<file path="src/rtl/sbit_pkg.sv">
package sbit_pkg;
  typedef enum logic [2:0] {
    OP_ADD  = 3'd0,
    OP_SUB  = 3'd1,
    OP_AND  = 3'd2,
    OP_OR   = 3'd3,
    OP_XOR  = 3'd4,
    OP_SLT  = 3'd5,
    OP_LOAD = 3'd6,
    OP_MOVE = 3'd7
  } alu_op_e;
endpackage

</file>
<file path="src/rtl/sbit_seq.sv">
module sbit_seq #(
  parameter int unsigned WIDTH = 32,
  localparam int unsigned CW = $clog2(WIDTH)
) (
  input  logic          clk_i,
  input  logic          rst_ni,
  input  logic          start_i,
  output logic          accept_o,
  output logic          busy_o,
  output logic [CW-1:0] cnt_o,
  output logic          first_o,
  output logic          last_o,
  output logic          done_o
);
  localparam logic [CW-1:0] CNT_MAX = CW'(WIDTH - 1);

  logic          busy_q;
  logic [CW-1:0] cnt_q;
  logic          done_q;

  assign accept_o = start_i && !busy_q;
  assign first_o  = busy_q && (cnt_q == '0);
  assign last_o   = busy_q && (cnt_q == CNT_MAX);

  always_ff @(posedge clk_i or negedge rst_ni) begin
    if (!rst_ni) begin
      busy_q <= 1'b0;
      cnt_q  <= '0;
      done_q <= 1'b0;
    end else begin
      done_q <= last_o;
      if (accept_o) begin
        busy_q <= 1'b1;
        cnt_q  <= '0;
      end else if (busy_q) begin
        if (cnt_q == CNT_MAX) begin
          busy_q <= 1'b0;
          cnt_q  <= '0;
        end else begin
          cnt_q <= cnt_q + 1'b1;
        end
      end
    end
  end

  assign busy_o = busy_q;
  assign cnt_o  = cnt_q;
  assign done_o = done_q;
endmodule

</file>
<file path="src/rtl/sbit_alu.sv">
module sbit_alu
  import sbit_pkg::*;
(
  input  logic    clk_i,
  input  logic    rst_ni,
  input  logic    en_i,
  input  logic    first_i,
  input  alu_op_e op_i,
  input  logic    a_i,
  input  logic    b_i,
  input  logic    ser_i,
  output logic    res_o,
  output logic    lt_o
);
  logic carry_q;
  logic inv_b, b_eff, cin, sum, cout;

  assign inv_b = (op_i == OP_SUB) || (op_i == OP_SLT);
  assign b_eff = b_i ^ inv_b;
  // carry seeded on bit 0: 0 for add, 1 for subtract/compare
  assign cin   = first_i ? inv_b : carry_q;
  assign sum   = a_i ^ b_eff ^ cin;
  assign cout  = (a_i & b_eff) | (cin & (a_i ^ b_eff));
  // sign of difference corrected by overflow; valid on the top bit
  assign lt_o  = sum ^ (cin ^ cout);

  always_comb begin
    unique case (op_i)
      OP_ADD, OP_SUB: res_o = sum;
      OP_AND:         res_o = a_i & b_i;
      OP_OR:          res_o = a_i | b_i;
      OP_XOR:         res_o = a_i ^ b_i;
      OP_SLT:         res_o = 1'b0;
      OP_LOAD:        res_o = ser_i;
      OP_MOVE:        res_o = a_i;
      default:        res_o = 1'b0;
    endcase
  end

  always_ff @(posedge clk_i or negedge rst_ni) begin
    if (!rst_ni)   carry_q <= 1'b0;
    else if (en_i) carry_q <= cout;
  end
endmodule

</file>
<file path="src/rtl/sbit_regfile.sv">
module sbit_regfile #(
  parameter int unsigned WIDTH = 32,
  parameter int unsigned NREGS = 32,
  localparam int unsigned AW = $clog2(NREGS)
) (
  input  logic          clk_i,
  input  logic          rst_ni,
  input  logic          shift_i,
  input  logic [AW-1:0] rs1_i,
  input  logic [AW-1:0] rs2_i,
  input  logic [AW-1:0] rd_i,
  input  logic [AW-1:0] tap_sel_i,
  input  logic          wbit_i,
  input  logic          flag_wr_i,
  input  logic          flag_i,
  output logic          a_o,
  output logic          b_o,
  output logic          tap_o
);
  logic [NREGS-1:0] lsb;

  for (genvar g = 0; g < NREGS; g++) begin : g_reg
    if (g == 0) begin : g_zero
      assign lsb[g] = 1'b0;
    end else begin : g_store
      logic [WIDTH-1:0] q;
      always_ff @(posedge clk_i or negedge rst_ni) begin
        if (!rst_ni) begin
          q <= '0;
        end else if (shift_i) begin
          if (rd_i == AW'(g)) begin
            // last compare bit replaces the whole word
            if (flag_wr_i) q <= {{(WIDTH-1){1'b0}}, flag_i};
            else           q <= {wbit_i, q[WIDTH-1:1]};
          end else begin
            q <= {q[0], q[WIDTH-1:1]};
          end
        end
      end
      assign lsb[g] = q[0];
    end
  end

  assign a_o   = lsb[rs1_i];
  assign b_o   = lsb[rs2_i];
  assign tap_o = lsb[tap_sel_i];
endmodule

</file>
<file path="src/rtl/serial_int_core.sv">
module serial_int_core
  import sbit_pkg::*;
#(
  parameter int unsigned WIDTH = 32,
  parameter int unsigned NREGS = 32,
  localparam int unsigned AW = $clog2(NREGS),
  localparam int unsigned CW = $clog2(WIDTH)
) (
  input  logic          clk_i,
  input  logic          rst_ni,
  input  logic          start_i,
  input  logic [2:0]    op_i,
  input  logic [AW-1:0] rs1_i,
  input  logic [AW-1:0] rs2_i,
  input  logic [AW-1:0] rd_i,
  input  logic          ser_i,
  input  logic [AW-1:0] tap_sel_i,
  output logic          tap_o,
  output logic          done_o
);
  logic          accept, busy, first, last;
  logic [CW-1:0] cnt;
  alu_op_e       op_q;
  logic [AW-1:0] rs1_q, rs2_q, rd_q;
  logic          a_bit, b_bit, r_bit, lt_bit;

  always_ff @(posedge clk_i or negedge rst_ni) begin
    if (!rst_ni) begin
      op_q  <= OP_ADD;
      rs1_q <= '0;
      rs2_q <= '0;
      rd_q  <= '0;
    end else if (accept) begin
      op_q  <= alu_op_e'(op_i);
      rs1_q <= rs1_i;
      rs2_q <= rs2_i;
      rd_q  <= rd_i;
    end
  end

  sbit_seq #(.WIDTH(WIDTH)) i_seq (
    .clk_i    (clk_i),
    .rst_ni   (rst_ni),
    .start_i  (start_i),
    .accept_o (accept),
    .busy_o   (busy),
    .cnt_o    (cnt),
    .first_o  (first),
    .last_o   (last),
    .done_o   (done_o)
  );

  sbit_alu i_alu (
    .clk_i   (clk_i),
    .rst_ni  (rst_ni),
    .en_i    (busy),
    .first_i (first),
    .op_i    (op_q),
    .a_i     (a_bit),
    .b_i     (b_bit),
    .ser_i   (ser_i),
    .res_o   (r_bit),
    .lt_o    (lt_bit)
  );

  sbit_regfile #(.WIDTH(WIDTH), .NREGS(NREGS)) i_rf (
    .clk_i     (clk_i),
    .rst_ni    (rst_ni),
    .shift_i   (busy),
    .rs1_i     (rs1_q),
    .rs2_i     (rs2_q),
    .rd_i      (rd_q),
    .tap_sel_i (tap_sel_i),
    .wbit_i    (r_bit),
    .flag_wr_i (last && (op_q == OP_SLT)),
    .flag_i    (lt_bit),
    .a_o       (a_bit),
    .b_o       (b_bit),
    .tap_o     (tap_o)
  );
endmodule

</file>
<file path="config.mk">
export PLATFORM = sky130hd
export DESIGN_NAME = serial_int_core
export DESIGN_NICKNAME = d
export VERILOG_FILES = /design/src/rtl/sbit_pkg.sv /design/src/rtl/sbit_seq.sv /design/src/rtl/sbit_alu.sv /design/src/rtl/sbit_regfile.sv /design/src/rtl/serial_int_core.sv
export SDC_FILE = /design/constraint.sdc
export NUM_CORES = 2
export LEC_CHECK = 0
export BUFFER_PORTS_ARGS = -buffer_cell sky130_fd_sc_hd__buf_2
export CAP_MARGIN = 25
export CORE_ASPECT_RATIO = 1.4
export CORE_MARGIN = 2
export CORE_UTILIZATION = 57
export DETAILED_ROUTE_END_ITERATION = 8
export GPL_TIMING_DRIVEN = 0
export PLACE_DENSITY_LB_ADDON = 0.1
export SYNTH_ARGS = -nofsm -noshare
export SYNTH_HDL_FRONTEND = slang
export SYNTH_SLANG_ARGS = --single-unit
</file>
<file path="constraint.sdc">
create_clock -name clk_i -period 2.99 [get_ports clk_i]
set_input_delay 0.299 -clock clk_i [delete_from_list [all_inputs] [get_ports clk_i]]
set_output_delay 0.299 -clock clk_i [all_outputs]
set_load 0.1 [all_outputs]
</file>
# Word-level counts from Yosys, hierarchy flattened
# Index checks and enable logic that the tools add are counted.
[totals]
out_inout_bits = 2
elab_cells = 179
in_bits = 27
register_bits = 1018
[op_classes]
bitwise_logic = 11
mux = 76
order_cmp = 3
eq_ne = 39
addsub = 1
n_reduce_logical = 10
[ops]
columns = ["op", "n"]
rows = [
  ["2-to-1 mux 32 bit", 62],
  ["== test 5 bit (second input constant)", 17],
  ["== test 5 x 4 -> 1 bit (second input constant)", 8],
  ["== test 5 x 3 -> 1 bit (second input constant)", 4],
  ["less-than comparator 5 x 6 -> 1 bit (second input constant)", 3],
  ["binary-select mux 1 bit (select 5 bit)", 3],
  ["2-to-1 mux 5 bit", 3],
  ["== test 3 bit (second input constant)", 4],
  ["== test 5 x 2 -> 1 bit (second input constant)", 2],
  ["2-to-1 mux 1 bit", 7],
  ["case mux 1 bit (7 select lines)", 1],
  ["== test 3 x 2 -> 1 bit (second input constant)", 2],
  ["bitwise XOR 1 bit", 6],
  ["adder 5 x 1 -> 5 bit (second input constant)", 1],
  ["== test 5 x 1 -> 1 bit (second input constant)", 1],
  ["zero test 5 bit", 1],
  ["logical AND 1 bit", 4],
  ["AND 1 bit", 3],
  ["== test 3 x 1 -> 1 bit (second input constant)", 1],
  ["zero test 3 bit", 1],
  ["OR 1 bit", 2],
  ["nonzero test 2 bit", 1],
  ["OR reduction 2 bit", 1],
  ["zero test 1 bit", 1],
  ["logical OR 1 bit", 1],
]

# Logic depth before layout (Yosys ltp)
[logic_depth]
ltp_word = 10
depth_mapped = 16
depth_no_buf = 12

# Modules after synthesis
# From an unflattened synthesis, not the netlist that was laid out.
[unflattened]
hier_cells = 2653
area_unflattened_um2 = 37925.1
[modules_own_cells]
columns = ["module", "seq_area_each_um2", "n_inst", "area_each_um2", "cells_each"]
rows = [
  ["sbit_regfile", 24823.8, 1, 36642.6, 2564],
  ["serial_int_core", 450.4, 1, 732.0, 39],
  ["sbit_seq", 175.2, 1, 359.1, 33],
  ["sbit_alu", 25.0, 1, 191.4, 17],
]

# Worst setup path after synthesis
# OpenSTA, ideal clock, no wires.
[synth_path]
path_type = "reg-to-reg"
startpoint = "register rs2_q[1]"
endpoint = "register i_rf.g_reg[11].g_store.q[31]"
n_path_buf = 3
path_stages_with_launch = 14
t_required_ns = 2.842
setup_time_ns = 0.148
setup_slack_ns = -0.283
period_less_slack_ns = 3.273
t_arrival_ns = 3.126
cell_sequence = "dfrtp_1 -> buf_4 -> mux2_2 -> nand2_1 -> a21oi_1 -> a21oi_1 -> mux4_2 -> xnor2_1 -> fa_1 -> o311ai_0 -> and2_1 -> clkbuf_1 -> clkbuf_1 -> a41oi_1"
[synth_via]
elab_chain_len = 8
elab_cells_between_ends = 11
cone_classes = "mux (5); bitwise (6)"
[synth_lines]
columns = ["element", "line_no", "text"]
rows = [
  ["from (decl)", "serial_int_core.sv:24", "logic [AW-1:0] rs1_q, rs2_q, rd_q;"],
  ["from (signal assigned)", "serial_int_core.sv:36", "rs2_q <= rs2_i;"],
  ["binary-select mux 1 bit (select 5 bit) *", "sbit_regfile.sv:45", "assign b_o = lsb[rs2_i];"],
  ["2-to-1 mux 1 bit (not written as such) *", "sbit_regfile.sv:45", ""],
  ["bitwise XOR 1 bit", "sbit_alu.sv:19", "assign b_eff = b_i ^ inv_b;"],
  ["bitwise XOR 1 bit (2 in series)", "sbit_alu.sv:22", "assign sum = a_i ^ b_eff ^ cin;"],
  ["case mux 1 bit (7 select lines) *", "sbit_alu.sv:28", "unique case (op_i)"],
  ["2-to-1 mux 32 bit *", "sbit_regfile.sv:33", "if (flag_wr_i) q <= {{(WIDTH-1){1'b0}}, flag_i};"],
  ["2-to-1 mux 32 bit *", "sbit_regfile.sv:31", "if (rd_i == AW'(g)) begin"],
  ["to (signal assigned)", "sbit_regfile.sv:33", ""],
  ["to (signal assigned)", "sbit_regfile.sv:34", "else q <= {wbit_i, q[WIDTH-1:1]};"],
  ["to (signal assigned)", "sbit_regfile.sv:36", "q <= {q[0], q[WIDTH-1:1]};"],
  ["to (decl)", "sbit_regfile.sv:26", "logic [WIDTH-1:0] q;"],
]
# Mark *: on every way between the ends. The rest lies on a longest branch, timed or not. The select of a mux whose other input is x is not followed.
# A chain may end at the register's enable or synchronous reset.

# Final worst setup path
[layout_path]
startpoint = "register rs2_q[1]"
endpoint = "register i_rf.g_reg[21].g_store.q[31]"
[layout_via]
elab_chain_len = 8
elab_cells_between_ends = 11
cone_classes = "mux (5); bitwise (6)"
[layout_lines]
columns = ["element", "line_no"]
rows = [
  ["binary-select mux 1 bit (select 5 bit) *", "sbit_regfile.sv:45"],
  ["2-to-1 mux 1 bit (not written as such) *", "sbit_regfile.sv:45"],
  ["bitwise XOR 1 bit", "sbit_alu.sv:19"],
  ["bitwise XOR 1 bit (2 in series)", "sbit_alu.sv:22"],
  ["case mux 1 bit (7 select lines) *", "sbit_alu.sv:28"],
  ["2-to-1 mux 32 bit *", "sbit_regfile.sv:33"],
  ["2-to-1 mux 32 bit *", "sbit_regfile.sv:31"],
  ["to (signal assigned)", "sbit_regfile.sv:33"],
  ["to (signal assigned)", "sbit_regfile.sv:34"],
  ["to (signal assigned)", "sbit_regfile.sv:36"],
  ["to (decl)", "sbit_regfile.sv:26"],
]
# Marked as above.

==> results.md <==
* Hold Fails Final Rpt at 0
* Die width at 231 um
* Crit path launch type: flip-flop
* Total net switching power at 18.2 mW
* Final Non-Filler Cells at 5683
* DIE HEIGHT at 322 um
* Syn avg cell area at 9.16 sq um
* DRT antenna net count at 0
* Dpl cells at 5480
* Worst setup margin at -0.202 ns
* Main combinational cell family by area after synthesis: compound AO/OA/AOI/OAI gates
* Largest net degree at the start of global routing at 175
* Worst-Margin Slew at 1.08 ns
* Final WL at 83600 um
* Placer Congestion at 0.958
* Top_reg_cell synth: dfrtp_1
* Vias after detailed routing at 28718
* CTS Sinks at 1018
* Slew Limit Fails at 0
* H-tree levels at 3
* R2R Path Start: rs2_q[1]$_DFFE_PN0P_
* DRC Markers at 0
* Worst slew margin at 27.7%
* P&R area growth vs syn at 13.0%
* DRT Pass-1 Iters at 8
* Port Buffers at 26
* Gr ovfl total at 0
* Clk_lat worst skew at 0.66 ns
* Worst reg2reg path depth at 13
* Switching Share at 35.9%
* Top cells by area, synth: dfrtp_1 62%, o21ai_0 10%, nand2_1 8.8%, inv_1 8.5%, clkbuf_1 1.6%
* Setup slack, reg-to-reg at -0.20 ns
* Post-synth top area share at 61.7%
* Worst Path Required at 3.49 ns
* P_int at 32.5 mW
* Sequential power share at 44.3%
* Period utilization at 107%
* Inserted Clock Buffers at 96
* Status: complete, but fails checks
* Simple logic cell fraction of the synthesized area at 10.7%
* R2R Path End: i_rf.g_reg[21].g_store.q[31]$_DFFE_PN0P_
* Clk Tree Root Cell: clkbuf_16
* Async set-reset flop share out of synthesis at 100%
* Synth Area in Compound Gates at 13.8%
* CTS max path bufs at 3
* Routed len/inst at 14.7 um
* Syn_nets at 4538
* Post-synthesis mux area share at 2.45%
* Tot GR Track Use at 23.3%
* Post-Syn Area at 41300 sq um
* Highest Clock Rate at 313 MHz
* Synth Area in Adders at 0.249%
* Nets@finish at 4693
* Seq/Total Area, Yosys at 61.7%
* Core area at 71600 sq um
* FP Rows at 116
* Worst-path clk slew at 0.06 ns
* Cell taking the most area after synthesis: dfrtp_1
* Crit-path max FO at 9
* Die ar. at 74600 sq um
* Leakage power at 21.8 nW
* Final setup violation count at 31
* DP Area at 42800 sq um
* First-pass GRT wire length at 142000 um
* Share of layout cells above drive strength 1 at 7.05%
* VDD IR max at 592 uV
* Initial Utilization at 57.7%
* Post-synth cell types at 46
* Power share of the combinational group at 30.1%
* Initial antenna violation count at 2
* Sum Neg Setup Slack at -4.62 ns
* Critical Path AT at 3.69 ns
* Xor/xnor share of the synthesized area at 0.0637%
* Setup CP Type: reg -> reg
* Violated checks: setup timing
* DP Wirelength at 54200 um
* Fin crit period at 3.19 ns
* Pwr Density at 1090 nW/um^2
* I/O Pins at 29
* Hold crit path type: in -> async
* Clock skew at 0.0165 ns
* Synth warn at 0
* Finished Cell Area at 46600 sq um
* Yosys reg bits at 1018
* Crit. End Element: flip-flop
* Max-Cap Viols at 0
* CTS tree: done
* Vias in the first global route at 28462
* Post-synthesis cell count at 4504
* Routed vias/inst at 5.05
* Pre-CTS setup slack at -0.565 ns
* Post-synth EDFFs at 0
* RSZ-0062 raised after global routing: true
* Clock power share at 25.6%
* DRT iter0 DRCs at 2190
[power by group through the flow]
stage / clock network [mW] / registers [mW] / logic (mW)
final: 13.0 / 22.5 / 15.3
after global routing: 13.9 / 23.2 / 17.8
after CTS: 13.3 / 22.5 / 15.3
after detailed placement: 0 / 22.6 / 14.6
after global placement: 0 / 22.5 / 14.1
after floorplan: 0 / 21.6 / 10.6
[final cells by class]
cell class              instances  area [sq um]
repair buffers                 58           603
inverters                     936          3510
multi-input cells            2301         11300
flip-flops and latches       1018         25500
diodes                          1          2.50
clock buffers                 141          2910
clock inverters                36           503
plain buffers                 248          1140
well taps                     944          1180
fillers                      5860         24900
[how the worst max path moves through the flow]
stage	start	cells after the start	end
3_5_place_dp	i_seq.busy_o$_DFF_PN0_	12	i_rf.g_reg[24].g_store.q[31]$_DFFE_PN0P_
6_report	rs2_q[1]$_DFFE_PN0P_	13	i_rf.g_reg[21].g_store.q[31]$_DFFE_PN0P_
2_1_floorplan	rs2_q[1]$_DFFE_PN0P_	13	i_rf.g_reg[11].g_store.q[31]$_DFFE_PN0P_
5_1_grt	rs2_q[1]$_DFFE_PN0P_	13	i_rf.g_reg[29].g_store.q[31]$_DFFE_PN0P_
3_3_place_gp	rst_ni	1	i_rf.g_reg[14].g_store.q[16]$_DFFE_PN0P_
4_1_cts	rs2_q[1]$_DFFE_PN0P_	13	i_rf.g_reg[29].g_store.q[31]$_DFFE_PN0P_
[per-stage QoR]
step	hold slack, ns	util [%]	power [mW]
6_report	0.353	65.2	50.8
5_1_grt	0.447	65.2	54.8
4_1_cts	0.358	65.1	51.1
3_5_place_dp	0.456	59.8	37.2
3_3_place_gp	0.455	59.5	36.7
2_1_floorplan	0.00341	-	32.3
[cells by family (layout without fill, tap and decap cells)]
family / after synthesis / count (layout)
buffers and inverters: 1185 / 1419
and+or+nand+nor: 1118 / 1118
AOI/OAI and AO/OA: 1096 / 1096
DFF: 1018 / 1018
muxes: 77 / 77
adders and majority gates: 7 / 7
xor gates and xnor gates: 3 / 3
other: 0 / 1
[cell usage after synthesis, types with 4 or more instances]
| cell | instances |
|---|---|
| dfrtp_1 | 1018 |
| nand2_1 | 966 |
| inv_1 | 936 |
| o21ai_0 | 846 |
| clkbuf_1 | 174 |
| o21ai_1 | 105 |
| nor2_1 | 76 |
| buf_2 | 68 |
| a21oi_1 | 43 |
| mux2i_1 | 38 |
| a31oi_1 | 33 |
| nand2b_1 | 29 |
| mux2_2 | 22 |
| o22ai_1 | 22 |
| mux4_2 | 17 |
| o21a_1 | 16 |
| a21boi_0 | 12 |
| nand3b_1 | 11 |
| a41oi_1 | 9 |
| nand3_1 | 8 |
| and2_1 | 5 |
| ha_1 | 5 |
| nor2b_1 | 5 |
| a22oi_1 | 4 |
| buf_1 | 4 |
| nor3_1 | 4 |
[sequential cells by signal, indices dropped and copies added (netlist names)]
| name | flops |
|---|---|
| i_seq.busy_o | 1 |
| i_seq.cnt_o | 5 |
| op_q | 3 |
| i_alu.carry_q | 1 |
| rs1_q | 5 |
| rs2_q | 5 |
| i_seq.done_o | 1 |
| i_rf.g.g_store.q | 992 |
| rd_q | 5 |
[critical path, cell delays in order, from the launching register on]
cell and delay [ns]:
dfrtp_1 0.37, buf_6 0.15, mux2_4 0.20, nand2_1 0.04, a21oi_1 0.12, a21oi_1 0.06, mux4_2 0.55, xnor2_4 0.17
fa_1 0.47, o311ai_1 0.26, and2_1 0.21, buf_8 0.14, clkbuf_16 0.16, a41oi_2 0.13
[layout by cell type (no fill, tap or decap), types with 33 or more instances in the layout]
master / synthesis / final
a31oi_1: 33 / 33
nand2_1: 966 / 963
o21ai_0: 846 / 846
mux2i_1: 38 / 37
buf_2: 68 / 89
inv_1: 936 / 936
nor2_1: 76 / 75
clkbuf_16: 0 / 104
clkbuf_1: 174 / 184
o21ai_1: 105 / 105
a21oi_1: 43 / 43
dfrtp_1: 1018 / 1015
[metal layers]
metal | up-vias | routed length [um] | track usage, %
li1 | 14166 | - | -
met1 | 13930 | 38500 | 32.5
met2 | 464 | 39000 | 37.2
met3 | 156 | 3450 | 3.47
met4 | 2 | 2720 | 9.02
met5 | - | 12 | 0
[what timing repair did]
item                                    CTS  global route
pin swaps                                 0             2
gates resized for setup                  29            22
hold buffers                             20             0
setup buffers                             4             0
endpoints found under the hold margin   182             0
cloned                                    1             1
endpoints found under the setup margin  191           550
Note: power is estimated with default switching activity, not from simulation.
